`src/rtl/dacbank_pkg.sv`:
```
`timescale 1ns/1ps
package dacbank_pkg;
  // Source that feeds an output register on the next edge
  typedef enum logic [1:0] {
    SRC_HOLD  = 2'd0,
    SRC_STAGE = 2'd1,
    SRC_BUS   = 2'd2
  } dac_src_e;

  localparam int DEF_NUM_CH = 3;
  localparam int DEF_CODE_W = 12;
  localparam int DEF_BUS_W  = 16;
  localparam int DEF_ADDR_W = 4;
endpackage

```
`src/rtl/dac_rst_sync.sv`:
```
`timescale 1ns/1ps
module dac_rst_sync #(
  parameter int STAGES = 2
) (
  input  logic clk,
  input  logic rst_n,
  output logic rst_n_sync
);
  logic [STAGES-1:0] chain_q;
  logic [STAGES-1:0] chain_d;

  always_comb begin
    chain_d = {chain_q[STAGES-2:0], 1'b1};
  end

  always_ff @(posedge clk or negedge rst_n) begin
    if (!rst_n) begin
      chain_q <= '0;
    end else begin
      chain_q <= chain_d;
    end
  end

  assign rst_n_sync = chain_q[STAGES-1];
endmodule

```
`src/rtl/dac_addr_decode.sv`:
```
`timescale 1ns/1ps
module dac_addr_decode #(
  parameter int NUM_CH    = 3,
  parameter int ADDR_W    = 4,
  parameter int LOAD_ADDR = NUM_CH
) (
  input  logic              wr_en,
  input  logic [ADDR_W-1:0] addr,
  input  logic              ext_load,
  output logic [NUM_CH-1:0] ch_sel,
  output logic              load
);
  localparam logic [ADDR_W-1:0] LOAD_A = ADDR_W'(LOAD_ADDR);

  for (genvar g = 0; g < NUM_CH; g++) begin : g_sel
    localparam logic [ADDR_W-1:0] CH_A = ADDR_W'(g);
    always_comb begin
      ch_sel[g] = wr_en && (addr == CH_A);
    end
  end

  always_comb begin
    load = (wr_en && (addr == LOAD_A)) || ext_load;
  end
endmodule

```
`src/rtl/dac_channel.sv`:
```
`timescale 1ns/1ps
module dac_channel
  import dacbank_pkg::*;
#(
  parameter int CODE_W = 12
) (
  input  logic              clk,
  input  logic              rst_n,
  input  logic              sel,
  input  logic              load,
  input  logic              transparent,
  input  logic [CODE_W-1:0] wcode,
  output logic [CODE_W-1:0] stage_code,
  output logic [CODE_W-1:0] dac_code
);
  logic [CODE_W-1:0] stage_q, stage_d;
  logic [CODE_W-1:0] out_q, out_d;
  logic              stage_en, out_en;
  dac_src_e          out_src;

  // Source selection for the output register
  always_comb begin
    if (transparent && sel) begin
      out_src = SRC_BUS;
    end else if (load) begin
      out_src = SRC_STAGE;
    end else begin
      out_src = SRC_HOLD;
    end
  end

  // Next-state logic
  always_comb begin
    stage_en = sel;
    stage_d  = wcode;
    out_en   = (out_src != SRC_HOLD);
    case (out_src)
      SRC_BUS:   out_d = wcode;
      SRC_STAGE: out_d = stage_q;
      default:   out_d = out_q;
    endcase
  end

  // Registers
  always_ff @(posedge clk or negedge rst_n) begin
    if (!rst_n) begin
      stage_q <= '0;
    end else if (stage_en) begin
      stage_q <= stage_d;
    end
  end

  always_ff @(posedge clk or negedge rst_n) begin
    if (!rst_n) begin
      out_q <= '0;
    end else if (out_en) begin
      out_q <= out_d;
    end
  end

  assign stage_code = stage_q;
  assign dac_code   = out_q;
endmodule

```
`src/rtl/dac_bank.sv`:
```
`timescale 1ns/1ps
module dac_bank
  import dacbank_pkg::*;
#(
  parameter int NUM_CH = DEF_NUM_CH,
  parameter int CODE_W = DEF_CODE_W,
  parameter int BUS_W  = DEF_BUS_W,
  parameter int ADDR_W = DEF_ADDR_W
) (
  input  logic                     clk,
  input  logic                     rst_n,
  input  logic                     wr_en_i,
  input  logic [ADDR_W-1:0]        addr_i,
  input  logic [BUS_W-1:0]         wdata_i,
  input  logic                     ext_load_i,
  input  logic [NUM_CH-1:0]        transparent_i,
  output logic [NUM_CH*CODE_W-1:0] dac_code_o
);
  localparam int LOAD_ADDR = NUM_CH;
  localparam int TOT_W     = NUM_CH * CODE_W;

  logic              rst_n_sync;
  logic [NUM_CH-1:0] ch_sel;
  logic              load;
  logic [CODE_W-1:0] wcode;
  logic [TOT_W-1:0]  stage_flat;
  logic              unused_hi;

  assign wcode     = wdata_i[CODE_W-1:0];
  assign unused_hi = ^wdata_i[BUS_W-1:CODE_W];

  dac_rst_sync #(.STAGES(2)) u_rst_sync (
    .clk        (clk),
    .rst_n      (rst_n),
    .rst_n_sync (rst_n_sync)
  );

  dac_addr_decode #(
    .NUM_CH    (NUM_CH),
    .ADDR_W    (ADDR_W),
    .LOAD_ADDR (LOAD_ADDR)
  ) u_dec (
    .wr_en    (wr_en_i),
    .addr     (addr_i),
    .ext_load (ext_load_i),
    .ch_sel   (ch_sel),
    .load     (load)
  );

  for (genvar g = 0; g < NUM_CH; g++) begin : g_ch
    dac_channel #(.CODE_W(CODE_W)) u_ch (
      .clk         (clk),
      .rst_n       (rst_n_sync),
      .sel         (ch_sel[g]),
      .load        (load),
      .transparent (transparent_i[g]),
      .wcode       (wcode),
      .stage_code  (stage_flat[g*CODE_W +: CODE_W]),
      .dac_code    (dac_code_o[g*CODE_W +: CODE_W])
    );
  end
endmodule

```
`config.mk`:
```
export PLATFORM = sky130hd
export DESIGN_NAME = dac_bank
export DESIGN_NICKNAME = d
export VERILOG_FILES = /design/src/rtl/dacbank_pkg.sv /design/src/rtl/dac_rst_sync.sv /design/src/rtl/dac_addr_decode.sv /design/src/rtl/dac_channel.sv /design/src/rtl/dac_bank.sv
export SDC_FILE = /design/constraint.sdc
export NUM_CORES = 1
export LEC_CHECK = 0
export BUFFER_PORTS_ARGS = -buffer_cell sky130_fd_sc_hd__buf_2
export CORE_MARGIN = 2
export CORE_UTILIZATION = 50
export CTS_BUF_LIST = sky130_fd_sc_hd__clkbuf_2 sky130_fd_sc_hd__clkbuf_4 sky130_fd_sc_hd__clkbuf_8
export DETAILED_ROUTE_END_ITERATION = 8
export PLACE_DENSITY = 0.84
export SLEW_MARGIN = 20
export SYNTH_ARGS = -nofsm -noshare
export SYNTH_HDL_FRONTEND = slang
export SYNTH_HIERARCHICAL = 1
export SYNTH_SLANG_ARGS = --single-unit
```
`constraint.sdc`:
```
create_clock -name clk -period 3.13 [get_ports clk]
set_clock_uncertainty 0.2 [all_clocks]
set_input_delay 0.313 -clock clk [delete_from_list [all_inputs] [get_ports clk]]
set_output_delay 0.313 -clock clk [all_outputs]
set_load 0.01 [all_outputs]
```
* Word-level counts from Yosys, hierarchy flattened
Cells that the tools add are included.
** Word-level totals
- Word-level logic and storage cells :: 41
- Latch bits :: 0
- Bits in registers :: 74
- Bits in read-only memories :: 0
- Input port bits :: 27
- Memories :: 0
- Bits in writable memories :: 0
- Output and inout port bits :: 36
** Operators by class
- Div/mod/pow operators :: 0
- Reductions and logical operators :: 18
- Add/subtract/negate cells :: 0
- Multipliers :: 0
- Shift-type cells :: 0
- Equality and inequality tests :: 9
- Multiplexer cells :: 7
- Magnitude comparators :: 0
- Bitwise gates (word level) :: 0
** Operators by type and width (number)
- 12-bit one-hot mux with 2 select lines :: 3
- 2-bit nonzero test :: 6
- 4-bit by 2-bit == test with 1-bit output (second input constant) :: 2
- 1-bit logical AND :: 7
- 2-bit by 1-bit == test with 1-bit output (second input constant) :: 3
- 2-bit == test (second input constant) :: 3
- 2-bit 2-to-1 mux :: 3
- 2-bit AND reduction :: 3
- 4-bit by 1-bit == test with 1-bit output (second input constant) :: 1
- 4-bit zero test :: 1
- 1-bit logical OR :: 1
- 1-bit 2-to-1 mux :: 1

* Depth between registers and ports, before layout
- Depth in word-level cells :: 8
- Depth in mapped cells :: 6
- Mapped depth without buffers :: 4

* Hierarchy
The synthesis kept the hierarchy.
** Modules (own cells, without submodules)
- dac_channel :: instances 3, area each 1116.1 um^2, cells each 79, seq. area each 600.6 um^2
- dac_rst_sync :: instances 1, area each 53.8 um^2, cells each 3, seq. area each 50.0 um^2
- dac_addr_decode :: instances 1, area each 52.6 um^2, cells each 6, seq. area each 0.0 um^2

* Worst setup path after synthesis
Ideal clock, no wire load.
- Path type :: input-to-reg
- Start :: input addr_i[3]
- End :: register g_ch[0].u_ch.out_q[10]
- Required time :: 2.811 ns
- Library setup time :: 0.119 ns
- Setup slack :: 0.880 ns
- Buffers on the path :: 1
- Arrival :: 1.931 ns
- Stages on the path :: 5
- Path through :: or3b_4 -> o21bai_1 -> buf_6 -> mux2i_1 -> o21ai_2
** On the way
- Word-level cells in the longest chain between the ends :: 8
- Elaborated cells between the ends (all ways) :: 14
- Classes of those cells :: 3 x eq/ne; 3 x mux; 8 x reduce/logical
** RTL lines
- start, declared :: line dac_bank.sv:13 : input logic [ADDR_W-1:0] addr_i,
- 4-bit by 2-bit == test with 1-bit output (*) :: line dac_addr_decode.sv:23 : load = (wr_en && (addr == LOAD_A)) || ext_load;
- 1-bit logical AND (*) :: line dac_addr_decode.sv:23
- 1-bit logical OR (*) :: line dac_addr_decode.sv:23
- via load :: line dac_bank.sv:24 : logic load;
- 1-bit 2-to-1 mux (*) :: line dac_channel.sv:25 : end else if (load) begin
- 2-bit 2-to-1 mux (*) :: line dac_channel.sv:23 : if (transparent && sel) begin
- 2-bit == test / 2-bit by 1-bit == test with 1-bit output (equally long branches) :: line dac_channel.sv:37 : case (out_src)
- 2-bit nonzero test (no source line)
- 2-bit AND reduction (no source line)
- end signal, assigned :: line dac_channel.sv:57 : out_q <= out_d;
- end, declared :: line dac_channel.sv:17 : logic [CODE_W-1:0] out_q, out_d;
The timed path passes the listed nets; every way through them passes the cells marked *.
A chain may end at the register's enable or synchronous reset.

* Worst setup path after layout
- Start :: input addr_i[3]
- End :: register g_ch[1].u_ch.stage_q[6]
** On the way
- Word-level cells in the longest chain between the ends :: 2
** RTL lines
- 4-bit by 1-bit == test with 1-bit output :: line dac_addr_decode.sv:18 : ch_sel[g] = wr_en && (addr == CH_A);
- 1-bit logical AND :: line dac_addr_decode.sv:18
- via ch_sel[1] :: line dac_bank.sv:23 : logic [NUM_CH-1:0] ch_sel;
- end signal, assigned :: line dac_channel.sv:49 : stage_q <= stage_d;
- end, declared :: line dac_channel.sv:16 : logic [CODE_W-1:0] stage_q, stage_d;
The timed path passes the listed nets, and every way through them passes these cells.

==> metrics.md <==
| Metric | Value |
|---|---|
| Final Net Count | 330 |
| Core area | 0.00676 mm^2 |
| Switching share of power | 27.8% |
| CP required | 3160 ps |
| Mean Syn Cell Area | approximately 14 um^2 |
| Fin crit period | 1940 ps |
| Leak | between 1.5 and 2 nW |
| Clock root buffer | clkbuf_8 |
| CTS tree | yes |
| Area Growth Syn to Fin | 15.2% |
| DR vias | 2229 |
| Layout fillers | 546 |
| Clock buffer count from CTS | 9 |
| # DRC | 0 |
| RePlAce Congestion | 0.706 |
| Fin. max-slew vios | 0 |
| Status | complete, no violations |
| Max_cap viols | 0 |
| Antenna violations before repair | 0 |
| Max_slew headroom | 40.0% |
| Synth Register Bits | 74 |
| Seq pwr share | 47.0% |
| Worst path slowest cell | or3b_4 |
| Period utilization | 62.0% |
| Vias per inst | 5.74 |
| Htree depth | 3 |
| Vias in the first global route | 2270 |
| I/O pins | 63 |
| Largest net degree at the start of global routing | 73 |
| Crit path cell chain | buf_2, or3b_4, nor3b_4, buf_4, mux2_2 |
| Crit end category | flip-flop |
| Initial Utilization | between 50% and 60% |
| Unique masters post-synth | 17 |
| ANT nets after route | 0 |
| Yosys warns | 6 |
| Crit-path max FO | 18 |
| RR Endpoint | g_ch[2].u_ch/stage_code[4] |
| CP peak stage delay | 450 ps |
| RSZ-0062 raised after global routing | no |
| DR iter-0 viols | between 150 and 200 |
| Worst path bufs/invs | 2 |
| Data arrival, critical path | 1970 ps |
| Comb power frac | 22.8% |
| Sequential area share after synthesis | a little over half |
| Remaining Overflow, GRT | 0 |
| Power share of the clock group | 30.2% |
| Clk pin slew, worst setup/hold paths | approximately 70 ps |
| DIE AREA | 0.00759 mm^2 |
| # setup viols final | 0 |
| CP top delay family | simple AND/OR/NAND/NOR gates |
| Post-Route WL | 7150 um |
| Internal cell power | 0.00204 W |
| Pwr dens | 711 mW/mm^2 |
| Commonest non-fill, non-tap cell in the layout | dfrtp_1 |
| GRT Resource Usage Total | 20.2% |
| Mapped cell area | 0.00345 mm^2 |
| DR WL/cell | 18.4 um |
| Commonest non-fill, non-tap cells in the layout | dfrtp_1 (73), buf_2 (58), mux2i_1 (36), nand3_1 (36), o21ai_2 (30) |
| R2R setup slack | 1880 ps |
| Layout cell share with drive strength beyond 1 | 50.0% |
| Dpl hpwl | between 4000 and 5000 um |
| Tightest Pin Transition | 900 ps |
| Cells after Synth | 246 |
| Hold violation count in the final report | 0 |
| NetSw | 0.000788 W |
| Bufs on Longest Clock Path | 2 |
| Worst Reg2Reg Path Length in Cells | 1 |
| Clock sinks | 74 |
| Port Buffer Count | between 50 and 60 |
| R2r startpoint | u_rst_sync/chain_q[1] |
| Total Power | 0.00283 W |
| Die Ht | 87.1 um |
| Net count of the mapped netlist | 273 |
| Min-Delay Path Class | primary input to asynchronous set/reset pin |
| Critical path startpoint category | primary input |
| Worst-skew pair later-pin latency | 350 ps |
| Antenna diode count | 0 |
| Worst Setup Path Type | primary input to flip-flop |
| Die W | 87.1 um |
| Peak supply drop | 388 uV |
| Global-route wire length before repair | 11600 um |
| F_max | 515 MHz |
| Drt pass-1 iters | 4 |
| Row count | 30 |
| Sum Neg Setup Slack | 0 ps |
| Post-cts sizing count | 0 |
-- stage by stage --
stage / util, % / hold slack (ps) / instances / setup slack [ps] / instance area [um^2]
floorplan: - / -183 / 246 / 717 / 3450
global placement: 55.3 / -103 / 371 / 869 / 3730
detailed placement: 55.3 / -99.0 / 371 / 838 / 3730
CTS: 58.9 / 57.6 / 388 / 1210 / 3980
global route: 58.9 / 79.6 / 388 / 1110 / 3980
finish: 58.9 / 75.3 / 388 / 1190 / 3980
-- kinds of logic after synthesis --
family / count (synthesis) / synth area share [%]
compound gates: 37 / 8.69
flops: 74 / 53.6
other cells: 1 / 0.109
mux: 72 / 24.8
buf+inv: 18 / 5.54
simple gates: 44 / 7.28
-- sequential cells by signal, indices dropped and copies added (netlist names) --
| register | cells |
|---|---|
| g_ch.u_ch/stage_code | 36 |
| u_rst_sync/chain_q | 2 |
| g_ch.u_ch/dac_code | 36 |
-- how the worst max path moves through the flow --
| stage | from | cells past startpoint | end |
|---|---|---|---|
| floorplan | u_rst_sync/chain_q[1] | 0 | g_ch[0].u_ch/dac_code[0] |
| global placement | addr_i[3] | 5 | g_ch[1].u_ch/stage_code[3] |
| detailed placement | addr_i[3] | 5 | g_ch[1].u_ch/stage_code[5] |
| CTS | addr_i[3] | 5 | g_ch[1].u_ch/stage_code[6] |
| global route | addr_i[3] | 5 | g_ch[1].u_ch/stage_code[3] |
| finish | addr_i[3] | 5 | g_ch[1].u_ch/stage_code[6] |
-- cells in the mapped netlist, drive strengths merged --
library cell	number	area, um^2
and2	3	26.3
buf	18	191
conb	1	3.75
dfrtp	74	1850
mux2	36	495
mux2i	36	360
nand2	1	3.75
nand3	36	180
nor3	1	5.00
nor3b	2	25.0
o21ai	36	293
o21bai	1	7.51
or3b	1	11.3
-- power by group through the flow --
stage                     Combinational, W  Clock, W  Sequential, W
final                             0.000644  0.000857        0.00133
after global routing              0.000703  0.000913        0.00136
after detailed placement          0.000650         0        0.00135
after floorplan                   0.000348         0        0.00139
after CTS                         0.000655  0.000872        0.00133
after global placement            0.000622         0        0.00134
-- routing by layer --
metal | wire length (um) | vias to the layer above | track usage [%]
li1 | - | 997 | -
met1 | 3270 | 1151 | 28.8
met2 | 3390 | 68 | 29.6
met3 | 385 | 13 | 5.78
met4 | 106 | 0 | 7.55
met5 | 0 | - | 0
-- what timing repair did --
action,CTS,global route
buffers inserted,0,0
hold buffers,1,0
hold endpoints to repair,2,0
-- layout make-up --
class / instances / area (um^2) / share of cell area (%)
Sequential cell: 74 / 1850 / 46.5
Multi-Input combinational cell: 154 / 1440 / 36.2
Timing Repair Buffer: 64 / 350 / 8.80
Clock buffer: 12 / 165 / 4.15
Tap cell: 80 / 100 / 2.51
Clock inverter: 4 / 72.6 / 1.82
Power figures use the tool's default switching activity.
